File: config.mk
export PLATFORM = sky130hd
export DESIGN_NAME = phyInitSeq
export DESIGN_NICKNAME = d
export VERILOG_FILES = /design/src/rtl/phyInitPkg.sv /design/src/rtl/phyInitDp.sv /design/src/rtl/phyInitCtrl.sv /design/src/rtl/phyInitSeq.sv
export SDC_FILE = /design/constraint.sdc
export NUM_CORES = 1
export LEC_CHECK = 0
export BUFFER_PORTS_ARGS = -buffer_cell sky130_fd_sc_hd__buf_2
export CAP_MARGIN = 15
export CORE_UTILIZATION = 40
export DETAILED_ROUTE_END_ITERATION = 6
export PLACE_DENSITY = 0.67
export SLEW_MARGIN = 10
export SYNTH_ARGS = -nofsm -noshare
export SYNTH_HDL_FRONTEND = slang
export SYNTH_SLANG_ARGS = --single-unit
File: constraint.sdc
create_clock -name clk -period 3.56 [get_ports clk]
set_input_delay 0.356 -clock clk [delete_from_list [all_inputs] [get_ports clk]]
set_output_delay 0.356 -clock clk [all_outputs]
set_load 0.05 [all_outputs]
File: src/rtl/phyInitPkg.sv
package phyInitPkg;
  localparam int NUM_PH = 5;

  typedef enum logic [2:0] {
    PH_EN     = 3'd0,
    PH_GAP    = 3'd1,
    PH_RST    = 3'd2,
    PH_SETTLE = 3'd3,
    PH_TAIL   = 3'd4
  } phase_t;

  typedef struct packed {
    logic   load;
    logic   dec;
    phase_t sel;
  } ctrl_s;
endpackage

File: src/rtl/phyInitDp.sv
module phyInitDp
  import phyInitPkg::*;
#(
  parameter int FIELD_W     = 4,
  parameter int TAIL_CYCLES = 8
) (
  input  logic              clk,
  input  logic              rstN,
  input  logic              wrEn,
  input  logic [31:0]       wrData,
  input  logic              busy,
  input  ctrl_s             ctrl,
  output logic [NUM_PH-1:0] lenNz,
  output logic              cntZero,
  output logic [31:0]       rdData
);
  localparam int NUM_FIELDS = 4;
  localparam int FIELD_MAX  = (1 << FIELD_W) - 1;
  localparam int MAX_LEN    = (FIELD_MAX > TAIL_CYCLES) ? FIELD_MAX : TAIL_CYCLES;
  localparam int CNT_W      = $clog2(MAX_LEN + 1);
  localparam int BIT_SLOW   = 29;
  localparam int BIT_SDIO   = 28;
  localparam int BIT_BUSY   = 31;

  logic [FIELD_W-1:0] fieldQ   [NUM_FIELDS];
  logic [FIELD_W-1:0] fieldSrc [NUM_FIELDS];
  logic               slowQ, sdioQ;
  logic [CNT_W-1:0]   cntQ;
  logic               idleWr;

  assign idleWr = wrEn && !busy;

  genvar gi;
  generate
    for (gi = 0; gi < NUM_FIELDS; gi++) begin : g_field
      assign fieldSrc[gi] = idleWr ? wrData[gi*FIELD_W +: FIELD_W] : fieldQ[gi];
      always_ff @(posedge clk) begin
        if (!rstN) fieldQ[gi] <= '0;
        else if (idleWr) fieldQ[gi] <= wrData[gi*FIELD_W +: FIELD_W];
      end
    end
  endgenerate

  function automatic logic [CNT_W-1:0] phaseLen(input phase_t ph);
    case (ph)
      PH_EN:     phaseLen = CNT_W'(fieldSrc[2]);
      PH_GAP:    phaseLen = CNT_W'(fieldSrc[1]);
      PH_RST:    phaseLen = CNT_W'(fieldSrc[0]);
      PH_SETTLE: phaseLen = CNT_W'(fieldSrc[3]);
      default:   phaseLen = CNT_W'(TAIL_CYCLES);
    endcase
  endfunction

  always_comb begin
    for (int p = 0; p < NUM_PH; p++) lenNz[p] = (phaseLen(phase_t'(p)) != '0);
  end

  always_ff @(posedge clk) begin
    if (!rstN) begin
      slowQ <= 1'b0;
      sdioQ <= 1'b0;
    end else if (wrEn) begin
      slowQ <= wrData[BIT_SLOW];
      sdioQ <= wrData[BIT_SDIO];
    end
  end

  always_ff @(posedge clk) begin
    if (!rstN) cntQ <= '0;
    else if (ctrl.load) cntQ <= phaseLen(ctrl.sel) - 1'b1;
    else if (ctrl.dec) cntQ <= cntQ - 1'b1;
  end

  assign cntZero = (cntQ == '0);

  always_comb begin
    rdData = '0;
    for (int f = 0; f < NUM_FIELDS; f++) rdData[f*FIELD_W +: FIELD_W] = fieldQ[f];
    rdData[BIT_SLOW] = slowQ;
    rdData[BIT_SDIO] = sdioQ;
    rdData[BIT_BUSY] = busy;
  end
endmodule

File: src/rtl/phyInitCtrl.sv
module phyInitCtrl
  import phyInitPkg::*;
(
  input  logic              clk,
  input  logic              rstN,
  input  logic              wrEn,
  input  logic              startBit,
  input  logic [NUM_PH-1:0] lenNz,
  input  logic              cntZero,
  output ctrl_s             ctrl,
  output logic              busy,
  output logic              done,
  output logic              syncEn,
  output logic              syncRst
);
  logic   busyQ, doneQ;
  phase_t phaseQ, nextPh;
  logic   startReq, phaseEnd, lastPh;
  int     fromIdx;

  assign startReq = wrEn && startBit && !busyQ;
  assign phaseEnd = busyQ && cntZero;
  assign lastPh   = (phaseQ == PH_TAIL);
  assign fromIdx  = startReq ? 0 : (int'(phaseQ) + 1);

  always_comb begin
    nextPh = PH_TAIL;
    for (int p = NUM_PH - 1; p >= 0; p--) begin
      if (p >= fromIdx && lenNz[p]) nextPh = phase_t'(p);
    end
  end

  always_comb begin
    ctrl.load = startReq || (phaseEnd && !lastPh);
    ctrl.dec  = busyQ && !cntZero;
    ctrl.sel  = nextPh;
  end

  always_ff @(posedge clk) begin
    if (!rstN) begin
      busyQ  <= 1'b0;
      doneQ  <= 1'b0;
      phaseQ <= PH_EN;
    end else begin
      doneQ <= 1'b0;
      if (startReq) begin
        busyQ  <= 1'b1;
        phaseQ <= nextPh;
      end else if (phaseEnd) begin
        if (lastPh) begin
          busyQ <= 1'b0;
          doneQ <= 1'b1;
        end else begin
          phaseQ <= nextPh;
        end
      end
    end
  end

  assign busy    = busyQ;
  assign done    = doneQ;
  assign syncEn  = busyQ && (phaseQ == PH_EN);
  assign syncRst = busyQ && (phaseQ == PH_RST);
endmodule

File: src/rtl/phyInitSeq.sv
module phyInitSeq
  import phyInitPkg::*;
#(
  parameter int FIELD_W     = 4,
  parameter int TAIL_CYCLES = 8
) (
  input  logic        clk,
  input  logic        rstN,
  input  logic        wrEn,
  input  logic [31:0] wrData,
  output logic [31:0] rdData,
  output logic        syncEn,
  output logic        syncRst,
  output logic        busy,
  output logic        done
);
  ctrl_s             ctrl;
  logic [NUM_PH-1:0] lenNz;
  logic              cntZero;

  phyInitCtrl ctrl_i (
    .clk(clk), .rstN(rstN), .wrEn(wrEn), .startBit(wrData[31]),
    .lenNz(lenNz), .cntZero(cntZero), .ctrl(ctrl), .busy(busy),
    .done(done), .syncEn(syncEn), .syncRst(syncRst)
  );

  phyInitDp #(.FIELD_W(FIELD_W), .TAIL_CYCLES(TAIL_CYCLES)) dp_i (
    .clk(clk), .rstN(rstN), .wrEn(wrEn), .wrData(wrData), .busy(busy),
    .ctrl(ctrl), .lenNz(lenNz), .cntZero(cntZero), .rdData(rdData)
  );
endmodule

Yosys cells after proc, flatten, opt, wreduce, memory -nomap -nowiden
Memory sizes are Yosys's and may differ from the RTL's. Index checks and enable logic that the tools add are counted.

Register bits after elaboration: 11. Bits in latches: 0. RAM bits: 16. ROM bits: 0. Bits of input ports: 35. Word-level logic and storage cells: 84. Memories kept: 1.

Add/sub/neg operators: 3. $mul: 0. Div/mod/pow operators: 0. $lt $le $gt $ge: 4. Equal/unequal tests: 6. Shift-type cells: 0. Mux-type cells: 29. Bitwise operators: 6. Reductions and logical operators: 29.

Memory list: dp_i.fieldQ (words 4, width 4, rd ports 4, clocked after memory_dff 0, write ports 4, RTL line phyInitDp.sv:25) `logic [FIELD_W-1:0] fieldQ [NUM_FIELDS];`.

Operator list (count): $ge A3 B32 Y1 const A (2); $mux W4 (12); $ge A1 B32 Y1 const A (1); $ge A2 B32 Y1 const A (1); $mux W32 (1); $mux W3 (7); $pmux W4 S4 (1); $reduce_bool A4 Y1 (4); $logic_and A1 B1 Y1 (12); $eq A3 B2 Y1 const B (3); $mux W1 (8); $sub A4 B1 Y4 const B (2); $logic_not A3 Y1 (2); $reduce_bool A2 Y1 (3); $add A3 B1 Y4 const B (1); $logic_not A4 Y1 (1); $or A1 B1 Y1 (4); $reduce_and A2 Y1 (2); $eq A3 B1 Y1 const B (1); $eq A3 B3 Y1 const B (1); $logic_not A1 Y1 (3); $reduce_or A3 Y1 (1); $ne A2 B1 Y1 const B (1); $not A1 Y1 (2); $logic_or A1 B1 Y1 (1).

Logic depth before layout (Yosys ltp)
Depth in word-level cells: 15. Mapped depth: 14.

Modules after synthesis
Synthesis repeated with hierarchy kept, for this count alone.

Cell total of the unflattened synthesis: 208. Area total of the unflattened synthesis: 1963.1 µm².

Modules (own cells, without submodules): phyInitDp (times used 1, cells an instance 147, area each 1455.1 µm²); phyInitCtrl (times used 1, cells an instance 61, area each 508.0 µm²).

Worst setup path after synthesis
No wires, ideal clock.

Path type: reg-to-reg. From: memory dp_i.fieldQ[2][0]. To: register dp_i.cntQ[2]. Data arrival time: 2737 ps. Setup slack: 707 ps. Cell stages (with the launch flop): 12. Clock period less this slack: 2853 ps. Cells stage by stage: edfxtp_1 > or4_1 > o2111ai_1 > o31ai_2 > or2_4 > o31ai_4 > nor2_1 > a21oi_1 > ha_1 > nand3b_1 > mux2i_1 > a31o_1.

RTL lines: start: declaration (RTL line phyInitDp.sv:25); end signal: assignment (RTL line phyInitDp.sv:70) `else if (ctrl.load) cntQ <= phaseLen(ctrl.sel) - 1'b1;`; end signal: assignment (RTL line phyInitDp.sv:71) `else if (ctrl.dec) cntQ <= cntQ - 1'b1;`; end: declaration (RTL line phyInitDp.sv:28) `logic [CNT_W-1:0] cntQ;`.

Final worst setup path
From: register ctrl_i.phaseQ[1]. To: register dp_i.cntQ[2].

Word-level cells in the longest chain between the ends: 14. Elaborated cells between the ends (all ways): 28. Classes of those cells: 2 x add/sub; 4 x order compare; 4 x eq/ne; 9 x mux; 9 x reduce/logical.

Ends and longest elaborated chain: start: declaration (RTL line phyInitCtrl.sv:17) `phase_t phaseQ, nextPh;`; start signal: assignment (RTL line phyInitCtrl.sv:48) `phaseQ <= nextPh;`; start signal: assignment (RTL line phyInitCtrl.sv:54) `phaseQ <= nextPh;`; $add A3 B1 Y4 (RTL line phyInitCtrl.sv:24) `assign fromIdx = startReq ? 0 : (int'(phaseQ) + 1);`; $mux W32 (RTL line phyInitCtrl.sv:24); $ge A3 B32 Y1 (RTL line phyInitCtrl.sv:29) `if (p >= fromIdx && lenNz[p]) nextPh = phase_t'(p);`; $logic_and A1 B1 Y1 (RTL line phyInitCtrl.sv:29); $mux W3 (4 in series) (RTL line phyInitCtrl.sv:29); $eq A3 B2 Y1, or another cell as far along (RTL line phyInitDp.sv:45) `case (ph)`; $pmux W4 S4 (RTL line phyInitDp.sv:45); $mux W4 (RTL line phyInitDp.sv:70); $mux W4 (RTL line phyInitDp.sv:69) `if (!rstN) cntQ <= '0;`; $sub A4 B1 Y4 (RTL line phyInitDp.sv:70); $mux W4 (RTL line phyInitDp.sv:70).

Several ways; a longest one is shown, not always the timed one. The select of a mux whose other input is x is not followed. A chain may end at the register's enable or synchronous reset.

==> impl_metrics.tcl <==
set metrics [dict create \
    drive_above_1_share_pct 26.6 \
    drt_wl_total_um 4630 \
    final.min_clock_period_ps 3160 \
    die_h_um 71.7 \
    cts_buffers 3 \
    tns_ps 0 \
    synth_edf_count 16 \
    synth-simple-area-share_pct 26.0 \
    synth_cell_type_count 53 \
    end_kind "flop" \
    finalMaxSlewViolations 0 \
    dp_slack_ps 357 \
    synth-adder-area-share_pct 2.57 \
    max-vdd-ir-drop_uv 224 \
    cp.arrival_ps 3350 \
    cts_tree "built" \
    detail-route-antenna-nets 0 \
    grt_overflow 0 \
    port_buffers 44 \
    fillers 466 \
    synthMuxAreaShare_pct 5.14 \
    hp-class "primary input to flop" \
    synth_warnings 0 \
    finalNetCount 296 \
    cts.sinks 27 \
    relSlewSlack_pct 53.5 \
    synthFlopType "edfxtp_1" \
    htree_levels 1 \
    core_area_mm2 0.00469 \
    synth_top_family_by_area "simple AND/OR/NAND/NOR gates" \
    powerDensity_mw_per_mm2 458 \
    syn_inst 217 \
    first_iter_violations 104 \
    antenna_cells 0 \
    drt-met1-wl_um 2220 \
    cpPeakStageDelay_ps 450 \
    tightest_slew_ps 696 \
    clk_pin_slew_worst_paths_ps 100 \
    syn_area_per_cell_um2 8.97 \
    min_to "dp_i.slowQ$_SDFFE_PN0P_" \
    syn2layout_area_growth_pct 13.4 \
    cts-root-buf "clkbuf_8" \
    p_leak_nw 1.02 \
    cp.required_ps 3750 \
    seq_area_frac_synth_pct 36.0 \
    violations "design-rule violations" \
    async_reset_ff_share_pct 0 \
    clock.fmax_mhz 316 \
    die_area_mm2 0.00515 \
    post-route-util_pct 47.0 \
    top_layer "met4" \
    start_util_pct 41.5 \
    fin_crit_sh_pct 88.9 \
    gp_congestion 0.905 \
    hold_depth 3 \
    dr.pass1.iters 6 \
    crit_cells 14 \
    rsz0062_at_grt "no" \
    status "finished with violations" \
    critPathTopFamily "compound AO/OA/AOI/OAI gates" \
    grt_max_degree 36 \
    ys_seq_elements 27 \
    r2r_slack_ps 400 \
    track_usage_pct 18.8 \
    r2r-end "dp_i.cntQ[2]$_SDFFE_PN0P_" \
    crit_chain "inv_1 -> ha_1 -> nor2b_1 -> a311oi_2 -> o31ai_2 -> buf_4 -> or2_4 -> o31ai_4 -> nor2_1 -> a21oi_1 -> ha_1 -> nand3b_1 -> mux2i_1 -> a31o_1" \
    synth_compound_area_share_pct 20.6 \
    worst_slack_ps 396 \
    viasPerCell 5.65 \
    r2r_cells 14 \
    crit_slowest_cell "dfxtp_1" \
    clk_latency_ps 280 \
    vias 1751 \
    wire_per_inst_um 14.9 \
    critical_path_peak_fanout 9 \
    hold_viol_final 0 \
    maxCapViolations 0 \
    hpwl_um 3440 \
    syn_area_mm2 0.00195 \
    synth_area_leaders "edfxtp_1 (25%), dfxtp_1 (11%), buf_4 (6.2%), nand2_1 (6.0%), and3_1 (5.5%)" \
    die-width_um 71.7 \
    cpMostUsedCell "ha_1" \
    path_buf_inv 2 \
    seq_area_um2 701 \
    wl_met3_um 206 \
    fin_worst_skew_ps 4.08 \
    setup_viol 0 \
    multi_input_area_mm2 0.00112 \
    synth_xor_area_share_pct 0 \
    pin_count 71 \
    place_inst 305 \
    start_kind "flop" \
    grt_pass1_wl_um 7530 \
    wl_met2_um 2140 \
    yosys.area.top_type "edfxtp_1" \
    antenna_found_initial 0 \
    grt_pass1_vias 1612 \
    clockBufferDepth 2 \
    hp-start "wrData[29]" \
    drc 1 \
    num_rows 25 \
    yosysTopAreaCellShare_pct 24.7 \
    critical_path_class "flop to flop" \
    fin_cells 310 \
    r2r_start "ctrl_i.phaseQ[1]$_SDFFE_PN0P_" \
]
synthesized netlist by cell type (all sizes together) (3+ instances only):
library cell / instances
and3: 18
o31ai: 5
o21ai: 6
or4: 7
mux2i: 10
o31a: 3
edfxtp: 16
nand3: 5
clkbuf: 5
dfxtp: 11
a211oi: 5
nor2: 10
inv: 4
buf: 21
nor3: 5
nor4: 3
nor2b: 4
ha: 4
a21oi: 11
nand2: 31
through the flow:
step / area, um2 / total power, mW / hold WS (ps)
6_report: 2210 / 1.01 / 304
4_1_cts: 2190 / 1.01 / 306
3_3_place_gp: 2140 / 0.816 / 471
2_1_floorplan: 1990 / 0.736 / 462
5_1_grt: 2210 / 1.06 / 334
3_5_place_dp: 2140 / 0.818 / 480
layout make-up:
| type | count | share of cell area (%) |
|---|---|---|
| clock buffer | 4 | 2.21 |
| inverter | 4 | 0.681 |
| multi-input combinational | 172 | 50.6 |
| sequential | 27 | 31.8 |
| tap | 54 | 3.06 |
| timing repair buffer | 49 | 11.7 |
placed cells by master, fill, tap and decap left out, types with 4 or more instances in the layout:
master    count
mux2i_1      10
edfxtp_1     16
nor3_1        5
o21ai_0       6
or4_1         6
inv_1         4
nand2_1      30
a211oi_1      5
a21oi_1      11
ha_1          4
buf_4         5
buf_2        44
nand3_1       5
conb_1       13
and3_1       17
dfxtp_1      11
nor2_1       10
per-layer routing:
metal / up-vias / global-route usage [%]
met1: 824 / 26.6
met2: 50 / 29.6
met5: - / 0
met3: 7 / 2.25
li1: 870 / -
met4: 0 / 6.54
worst max-delay path by stage:
stage                     slack [ps]                       startpoint                         to
after global routing              60    ctrl_i.phaseQ[0]$_SDFFE_PN0P_  dp_i.cntQ[2]$_SDFFE_PN0P_
after floorplan                  710  dp_i.fieldQ[2][0]$_SDFFCE_PN0P_  dp_i.cntQ[2]$_SDFFE_PN0P_
after detailed placement         360    ctrl_i.phaseQ[0]$_SDFFE_PN0P_  dp_i.cntQ[2]$_SDFFE_PN0P_
final                            400    ctrl_i.phaseQ[1]$_SDFFE_PN0P_  dp_i.cntQ[2]$_SDFFE_PN0P_
after global placement           360    ctrl_i.phaseQ[0]$_SDFFE_PN0P_  dp_i.cntQ[2]$_SDFFE_PN0P_
after CTS                        320    ctrl_i.phaseQ[0]$_SDFFE_PN0P_  dp_i.cntQ[2]$_SDFFE_PN0P_
state kept, by name, indices dropped and copies added, names as in the netlist:
signal         flops
dp_i.fieldQ       16
dp_i.cntQ          4
ctrl_i.phaseQ      3
ctrl_i.busy        1
ctrl_i.done        1
dp_i.sdioQ         1
dp_i.slowQ         1
cells by family (layout without fill, tap and decap cells):
group           Yosys count  after routing
fa+ha+maj                 4              4
flops                    27             27
buf+inv                  30             57
compound gates           50             50
mux                      10             10
simple gates             95             95
other cells               1             13
power by group:
group / leakage, nW / switching [mW] / internal, mW
Clock: 0.0262 / 0.103 / 0.0882
Combinational: 0.727 / 0.285 / 0.142
Sequential: 0.265 / 0.0283 / 0.365
Total: 1.02 / 0.416 / 0.595
repair_timing:
item,4_1_cts,5_1_grt
resized for setup,0,2
endpoints found under the hold margin,0,0
endpoints found under the setup margin,0,1
hold buffers,0,0
buffers inserted,0,1
worst reg2reg max path, stage by stage (launching register included):
cell	delay [ps]
dfxtp_1	450
inv_1	110
ha_1	400
nor2b_1	100
a311oi_2	340
o31ai_2	110
buf_4	190
or2_4	260
o31ai_4	340
nor2_1	90
a21oi_1	130
ha_1	200
nand3b_1	110
mux2i_1	70
a31o_1	180
Power figures use the tool's default switching activity.
